==> src/rtl/ssz_pkg.sv <==
package ssz_pkg;
  localparam int SEG_W   = 128;
  localparam int SEG_B   = SEG_W / 8;
  localparam int MTY_W   = $clog2(SEG_B);

  typedef struct packed {
    logic [SEG_W-1:0] data;
    logic             sop;
    logic             eop;
    logic             err;
    logic [MTY_W-1:0] mty;
  } seg_t;
endpackage

==> src/rtl/ssz_keep_gen.sv <==
module ssz_keep_gen
  import ssz_pkg::*;
(
  input  logic             eop,
  input  logic             err,
  input  logic [MTY_W-1:0] mty,
  output logic [SEG_B-1:0] keep
);
  logic [MTY_W-1:0] cnt;

  always_comb begin
    cnt = '0;
    if (eop) begin
      if (err) cnt = {mty[MTY_W-1], {(MTY_W-1){1'b0}}};
      else     cnt = mty;
    end
    keep = {SEG_B{1'b1}} << cnt;
  end
endmodule

==> src/rtl/ssz_pick.sv <==
module ssz_pick #(
  parameter int NSEG  = 4,
  parameter int IDX_W = 2
) (
  input  logic [NSEG-1:0]  pend,
  output logic [IDX_W-1:0] idx,
  output logic [NSEG-1:0]  sel_oh
);
  always_comb begin
    idx = '0;
    for (int i = NSEG - 1; i >= 0; i--) begin
      if (pend[i]) idx = IDX_W'(i);
    end
    sel_oh = '0;
    if (|pend) sel_oh[idx] = 1'b1;
  end
endmodule

==> src/rtl/ssz_seg_store.sv <==
module ssz_seg_store
  import ssz_pkg::*;
#(
  parameter int NSEG   = 4,
  parameter int CHAN_W = 6
) (
  input  logic                     clk,
  input  logic                     rst_n,
  input  logic                     load,
  input  logic [NSEG-1:0]          d_sop,
  input  logic [NSEG-1:0]          d_eop,
  input  logic [NSEG-1:0]          d_err,
  input  logic [MTY_W*NSEG-1:0]    d_mty,
  input  logic [CHAN_W*NSEG-1:0]   d_chan,
  input  logic [SEG_W*NSEG-1:0]    d_data,
  output seg_t                     q_seg  [NSEG],
  output logic [CHAN_W-1:0]        q_chan [NSEG]
);
  for (genvar g = 0; g < NSEG; g++) begin : g_seg
    seg_t              seg_d;
    logic [CHAN_W-1:0] chan_d;

    always_comb begin
      seg_d      = q_seg[g];
      chan_d     = q_chan[g];
      if (load) begin
        seg_d.data = d_data[SEG_W*g +: SEG_W];
        seg_d.sop  = d_sop[g];
        seg_d.eop  = d_eop[g];
        seg_d.err  = d_err[g];
        seg_d.mty  = d_mty[MTY_W*g +: MTY_W];
        chan_d     = d_chan[CHAN_W*g +: CHAN_W];
      end
    end

    always_ff @(posedge clk or negedge rst_n) begin
      if (!rst_n) begin
        q_seg[g]  <= '0;
        q_chan[g] <= '0;
      end else if (load) begin
        q_seg[g]  <= seg_d;
        q_chan[g] <= chan_d;
      end
    end
  end
endmodule

==> src/rtl/ssz_serializer.sv <==
module ssz_serializer
  import ssz_pkg::*;
#(
  parameter int NSEG   = 4,
  parameter int CHAN_W = 6
) (
  input  logic                    clk,
  input  logic                    rst_n,
  input  logic [NSEG-1:0]         in_en,
  input  logic [NSEG-1:0]         in_sop,
  input  logic [NSEG-1:0]         in_eop,
  input  logic [NSEG-1:0]         in_err,
  input  logic [4*NSEG-1:0]       in_mty,
  input  logic [CHAN_W*NSEG-1:0]  in_chan,
  input  logic [128*NSEG-1:0]     in_data,
  output logic                    in_rdy,
  output logic                    out_vld,
  input  logic                    out_rdy,
  output logic [127:0]            out_data,
  output logic [15:0]             out_keep,
  output logic                    out_sop,
  output logic                    out_eop,
  output logic                    out_err,
  output logic [CHAN_W-1:0]       out_chan
);
  localparam int IDX_W = (NSEG > 1) ? $clog2(NSEG) : 1;

  logic [NSEG-1:0]   pend_q, pend_d;
  logic [NSEG-1:0]   sel_oh;
  logic [IDX_W-1:0]  idx;
  logic              load, take;
  seg_t              seg_q  [NSEG];
  logic [CHAN_W-1:0] chan_q [NSEG];
  seg_t              cur;

  assign in_rdy  = ~|pend_q;
  assign out_vld = |pend_q;
  assign load    = in_rdy & (|in_en);
  assign take    = out_vld & out_rdy;

  ssz_seg_store #(.NSEG(NSEG), .CHAN_W(CHAN_W)) u_store (
    .clk    (clk),
    .rst_n  (rst_n),
    .load   (load),
    .d_sop  (in_sop),
    .d_eop  (in_eop),
    .d_err  (in_err),
    .d_mty  (in_mty),
    .d_chan (in_chan),
    .d_data (in_data),
    .q_seg  (seg_q),
    .q_chan (chan_q)
  );

  ssz_pick #(.NSEG(NSEG), .IDX_W(IDX_W)) u_pick (
    .pend   (pend_q),
    .idx    (idx),
    .sel_oh (sel_oh)
  );

  always_comb begin
    pend_d = pend_q;
    if (load)      pend_d = in_en;
    else if (take) pend_d = pend_q & ~sel_oh;
  end

  always_ff @(posedge clk or negedge rst_n) begin
    if (!rst_n)             pend_q <= '0;
    else if (load || take)  pend_q <= pend_d;
  end

  assign cur      = seg_q[idx];
  assign out_data = cur.data;
  assign out_sop  = cur.sop;
  assign out_eop  = cur.eop;
  assign out_err  = cur.eop & cur.err;
  assign out_chan = chan_q[idx];

  ssz_keep_gen u_keep (
    .eop  (cur.eop),
    .err  (cur.err),
    .mty  (cur.mty),
    .keep (out_keep)
  );
endmodule

==> config.mk <==
export PLATFORM = sky130hd
export DESIGN_NAME = ssz_serializer
export DESIGN_NICKNAME = d
export VERILOG_FILES = /design/src/rtl/ssz_pkg.sv /design/src/rtl/ssz_keep_gen.sv /design/src/rtl/ssz_pick.sv /design/src/rtl/ssz_seg_store.sv /design/src/rtl/ssz_serializer.sv
export SDC_FILE = /design/constraint.sdc
export NUM_CORES = 1
export LEC_CHECK = 0
export BUFFER_PORTS_ARGS = -buffer_cell sky130_fd_sc_hd__buf_2
export CORE_UTILIZATION = 30
export DETAILED_ROUTE_END_ITERATION = 7
export PLACE_DENSITY_LB_ADDON = 0.1
export SLEW_MARGIN = 10
export SYNTH_ARGS = -nofsm -noshare
export SYNTH_HDL_FRONTEND = slang
export SYNTH_SLANG_ARGS = --single-unit
==> constraint.sdc <==
create_clock -name clk -period 6 [get_ports clk]
set_input_delay 1.2 -clock clk [delete_from_list [all_inputs] [get_ports clk]]
set_output_delay 1.2 -clock clk [all_outputs]
set_load 0.005 [all_outputs]
==> flow_results.org <==
** Outcome
- Result of the run :: finished, final reports clean

** GRT
- The first global-routing pass estimated 122000 um of wire.
- Most congested layer reported by global routing :: met2
- Met3 Resource Use GR :: 6.28%
- Global-route congestion overflow total :: 0
- GRT Overall Usage :: 18.8%
- Number of global-route vias before repair :: 18.6k
- Global routing used 21.8% of the available met1 tracks.
- The initial antenna violation count is 55.
- Pin count of the biggest net entering global routing :: 194
- In the global route stage, met2 resource usage came out at 32.6%.

** Die
- Once the floorplan was initialized, standard cells occupied 30.4% of the core.
- Standard-cell rows :: 106
- The core region is 84100 um2.
- Die outline width :: 294 um
- Die Y :: 294 um
- Die Footprint :: 86500 um2
- Number of top-level pins :: 726

** Yosys
- Synth Warn # :: 0
- Post-synthesis cell count :: 1744
- EDFF count, synth :: 0
- Synthesis instantiated 38 different standard cells from the library.
- Summing the sequential cell areas from Yosys gives 55.5% of the chip area.
- Counting flops and latches in the post-synthesis netlist gives 568.
- Of the post-synthesis cell area, the dominant cell type holds 55.5%.
- When the netlist entered floorplanning its net count stood at 2315.
- Post-Syn Area :: 25600 um2
- Biggest area contributors in the synthesized netlist :: dfrtp_1, mux2_1, mux2i_1, buf_12, a22oi_1
- Avg Cell Area, Syn :: 14.7 um2
- Cell taking the most area after synthesis :: dfrtp_1
- Asr flop ratio synth :: 100%
- Most common flop cell mapped by yosys :: dfrtp_1

** STA
- The final-report max-slew violation count came to 0.
- Setup violations remaining at the end of the flow were counted as 0.
- Slew at the pin closest to its max-slew limit :: 1.23 ns
- RSZ-0062 raised after global routing :: false
- After routing, the total negative slack on setup checks comes to 0 ns.
- Part of the cycle the worst path needs :: 75.7%
- Derived from the worst setup path, the maximum achievable clock frequency is 220 MHz.
- Number of hold violations in the final report :: 0
- Headroom to the max-slew limit came out at 17.9%.
- The smallest clock period supported by the final layout is computed as 4.54 ns.
- Clock skew on the completed layout was measured at 0.0172 ns.

** Final layout
- Relative to the synthesized area, the layout overhead comes to 25.0%.
- The post-route netlist has 35.2% of its cells at a drive strength greater than 1.
- Cells fill 38.1% of the core in the end.
- Fill cell count :: 8290
- After the last flow step, the layout net total stands at 3007.

** Drt
- Remaining DRCs :: 0
- Via count :: 17.3k
- In the final routed layout, each cell accounts on average for 22.5 um.
- The first routing iteration left 615 violations.
- Number of vias per cell :: 4.74
- Wires add up to 81900 um.
- DRT antenna net count :: 0
- Before antenna repair, the detailed router went through 7 iterations.

** Worst setup path
- Data arrives at the worst endpoint at 3.34 ns.
- Count of cell instances traversed by the critical path :: 6
- For the worst setup path, the data required time is 4.80 ns.
- Worst-case reg-to-reg path depth :: 6
- Together, buffers and inverters on the worst path number 2.
- STA classifies the critical path startpoint as a flip-flop.
- Critical-path maximum fanout :: 32
- Traced cell by cell, the critical path runs through nor3b_4 > buf_4 > a221oi_1 > nor3_1 > a21oi_1 > buf_2.
- Element type at the critical path end :: output port
- Type of the setup path with the least slack :: reg -> out
- Critical path's top delay family :: compound AO/OA/AOI/OAI gates
- Highest-delay cell along the critical path :: a221oi_1
- For this run, the slowest stage of the critical path takes 0.91 ns.

** Pwr
- Clock share of power :: 21.9%
- The internal power of the cells totals 0.0128 W.
- For this design the ratio of total power to cell area is 632 nW/um2.
- Fraction of power spent switching nets :: 36.9%
- Fraction of power consumed by combinational cells :: 43.9%
- Relative contribution of sequential cells to total power :: 34.2%
- LEAKAGE :: 14.6 nW
- Switching component of the power :: 0.00746 W
- The worst-case IR drop observed on VDD is 0.649 mV.

** Worst hold path
- Counting instances, the worst hold path has a depth of 1.
- Kind of path behind the tightest hold check :: reg -> reg

** Place
- Routability-driven placement finished with a final weighted congestion of 0.828.
- Half-perimeter wire length after detailed placement :: 59100 um
- Total of buffers placed on input and output ports :: 724

** CTS
- Buffers from clock root to sink, at most :: 3
- The clock reaches the later pin of the worst-skew pair after 0.61 ns.
- CTS hold repair buffers :: 0
- Clock tree from TritonCTS :: built
- H-tree depth :: 3
- After clock tree synthesis, the clock-pin slew on the worst setup and hold paths is 0.06 ns.
- TritonCTS sink count :: 568
- The root buffer cell chosen for the clock tree is clkbuf_16.
- Clock buffers created by TritonCTS :: 71
- Gates resized during post-CTS repair numbered 0.
- Post-CTS timing repair inserted 0 buffers for setup.

** Run
- Max-cap viol count :: 0
[layout make-up]
cell class | instances | area (um2) | share of cell area [%]
flip-flops and latches | 568 | 14200 | 44.4
multi-input cells | 1041 | 9900 | 30.9
repair buffers | 747 | 3920 | 12.2
clock buffers | 107 | 2210 | 6.89
well taps | 1134 | 1420 | 4.43
clock inverters | 20 | 269 | 0.841
diodes | 18 | 45.0 | 0.141
inverters | 7 | 26.3 | 0.0821
[through the flow]
step	total power, W	area [um2]	hold slack, ns	instances	setup slack, ns
after global routing	0.0217	32000	0.497	3635	1.24
after global placement	0.0159	29500	0.466	3497	2.24
after CTS	0.0207	32000	0.480	3624	1.45
after detailed placement	0.0161	29500	0.468	3497	2.14
final	0.0202	32000	0.477	3642	1.46
after floorplan	0.0133	25600	0.448	1744	3.06
[state kept, by name, summed over array words and instances (netlist names)]
signal and flops:
u_store.q_chan 24, u_store.q_seg 540, pend_q 4
[power groups by stage]
stage	clock network (W)	logic [W]	registers, W
5_1_grt	0.00475	0.00980	0.00718
6_report	0.00444	0.00888	0.00691
3_3_place_gp	0	0.00897	0.00691
4_1_cts	0.00460	0.00914	0.00692
2_1_floorplan	0	0.00673	0.00655
3_5_place_dp	0	0.00911	0.00699
[cells by family (layout without fill, tap and decap cells)]
family	count (synthesis)	count (layout)	synth area share, %
mux	699	699	30.1
compound gates	300	300	7.39
flops	568	568	55.5
other cells	1	19	0.0146
simple gates	41	41	1.07
buf+inv	135	881	5.93
[placed cells by master, fill, tap and decap left out, drive strengths merged]
master and n:
and3b 1, o21ai 139, a2bb2oi 1, nand2b 1
o21a 2, a221o 1, nor2b 3, buf 747
nor4b 1, mux2i 135, nor2 5, nor3 2
clkbuf 107, nand4bb 3, nand2 16, a221oi 4
diode 18, and2 2, mux2 564, inv 11
dfrtp 568, or4bb 1, clkinv 11, nor4 3
conb 1, o31ai 2, nor3b 1, a222oi 1
bufinv 4, a22o 3, a21oi 11, clkinvlp 1
a22oi 136, nand3 2
[synthesized netlist by cell type (2+ instances only)]
| cell type | number |
|---|---|
| mux2_1 | 564 |
| nor3_1 | 2 |
| inv_1 | 3 |
| o21a_1 | 2 |
| o31ai_1 | 2 |
| nor2_1 | 4 |
| buf_2 | 27 |
| o21ai_1 | 138 |
| mux2i_1 | 135 |
| a22o_1 | 3 |
| nand3_1 | 2 |
| dfrtp_1 | 568 |
| nand4bb_1 | 3 |
| inv_2 | 4 |
| buf_6 | 8 |
| a22oi_1 | 136 |
| and2_1 | 2 |
| buf_4 | 6 |
| nor4_2 | 2 |
| buf_12 | 55 |
| clkbuf_1 | 31 |
| a21oi_1 | 11 |
| a221oi_1 | 4 |
| nor2b_1 | 3 |
| nand2_1 | 16 |
[layer usage]
layer	vias up	wire length (um)
li1	7835	-
met1	8717	32000
met5	-	269
met3	155	6360
met2	504	41300
met4	46	1940
[path summary, 6_finish.rpt]
path,endpoint,slack (ns),start
setup / recovery,out_keep[4],1.46,pend_q[1]
hold / removal,u_store.q_seg[5],0.48,u_store.q_seg[5]
setup reg to reg,u_store.q_seg[285],2.88,pend_q[1]
hold reg to reg,u_store.q_seg[5],0.48,u_store.q_seg[5]
max in group asynchronous,u_store.q_seg[45],3.98,rst_n
min in group asynchronous,u_store.q_seg[171],0.69,rst_n
(Power assumes the default switching activity.)
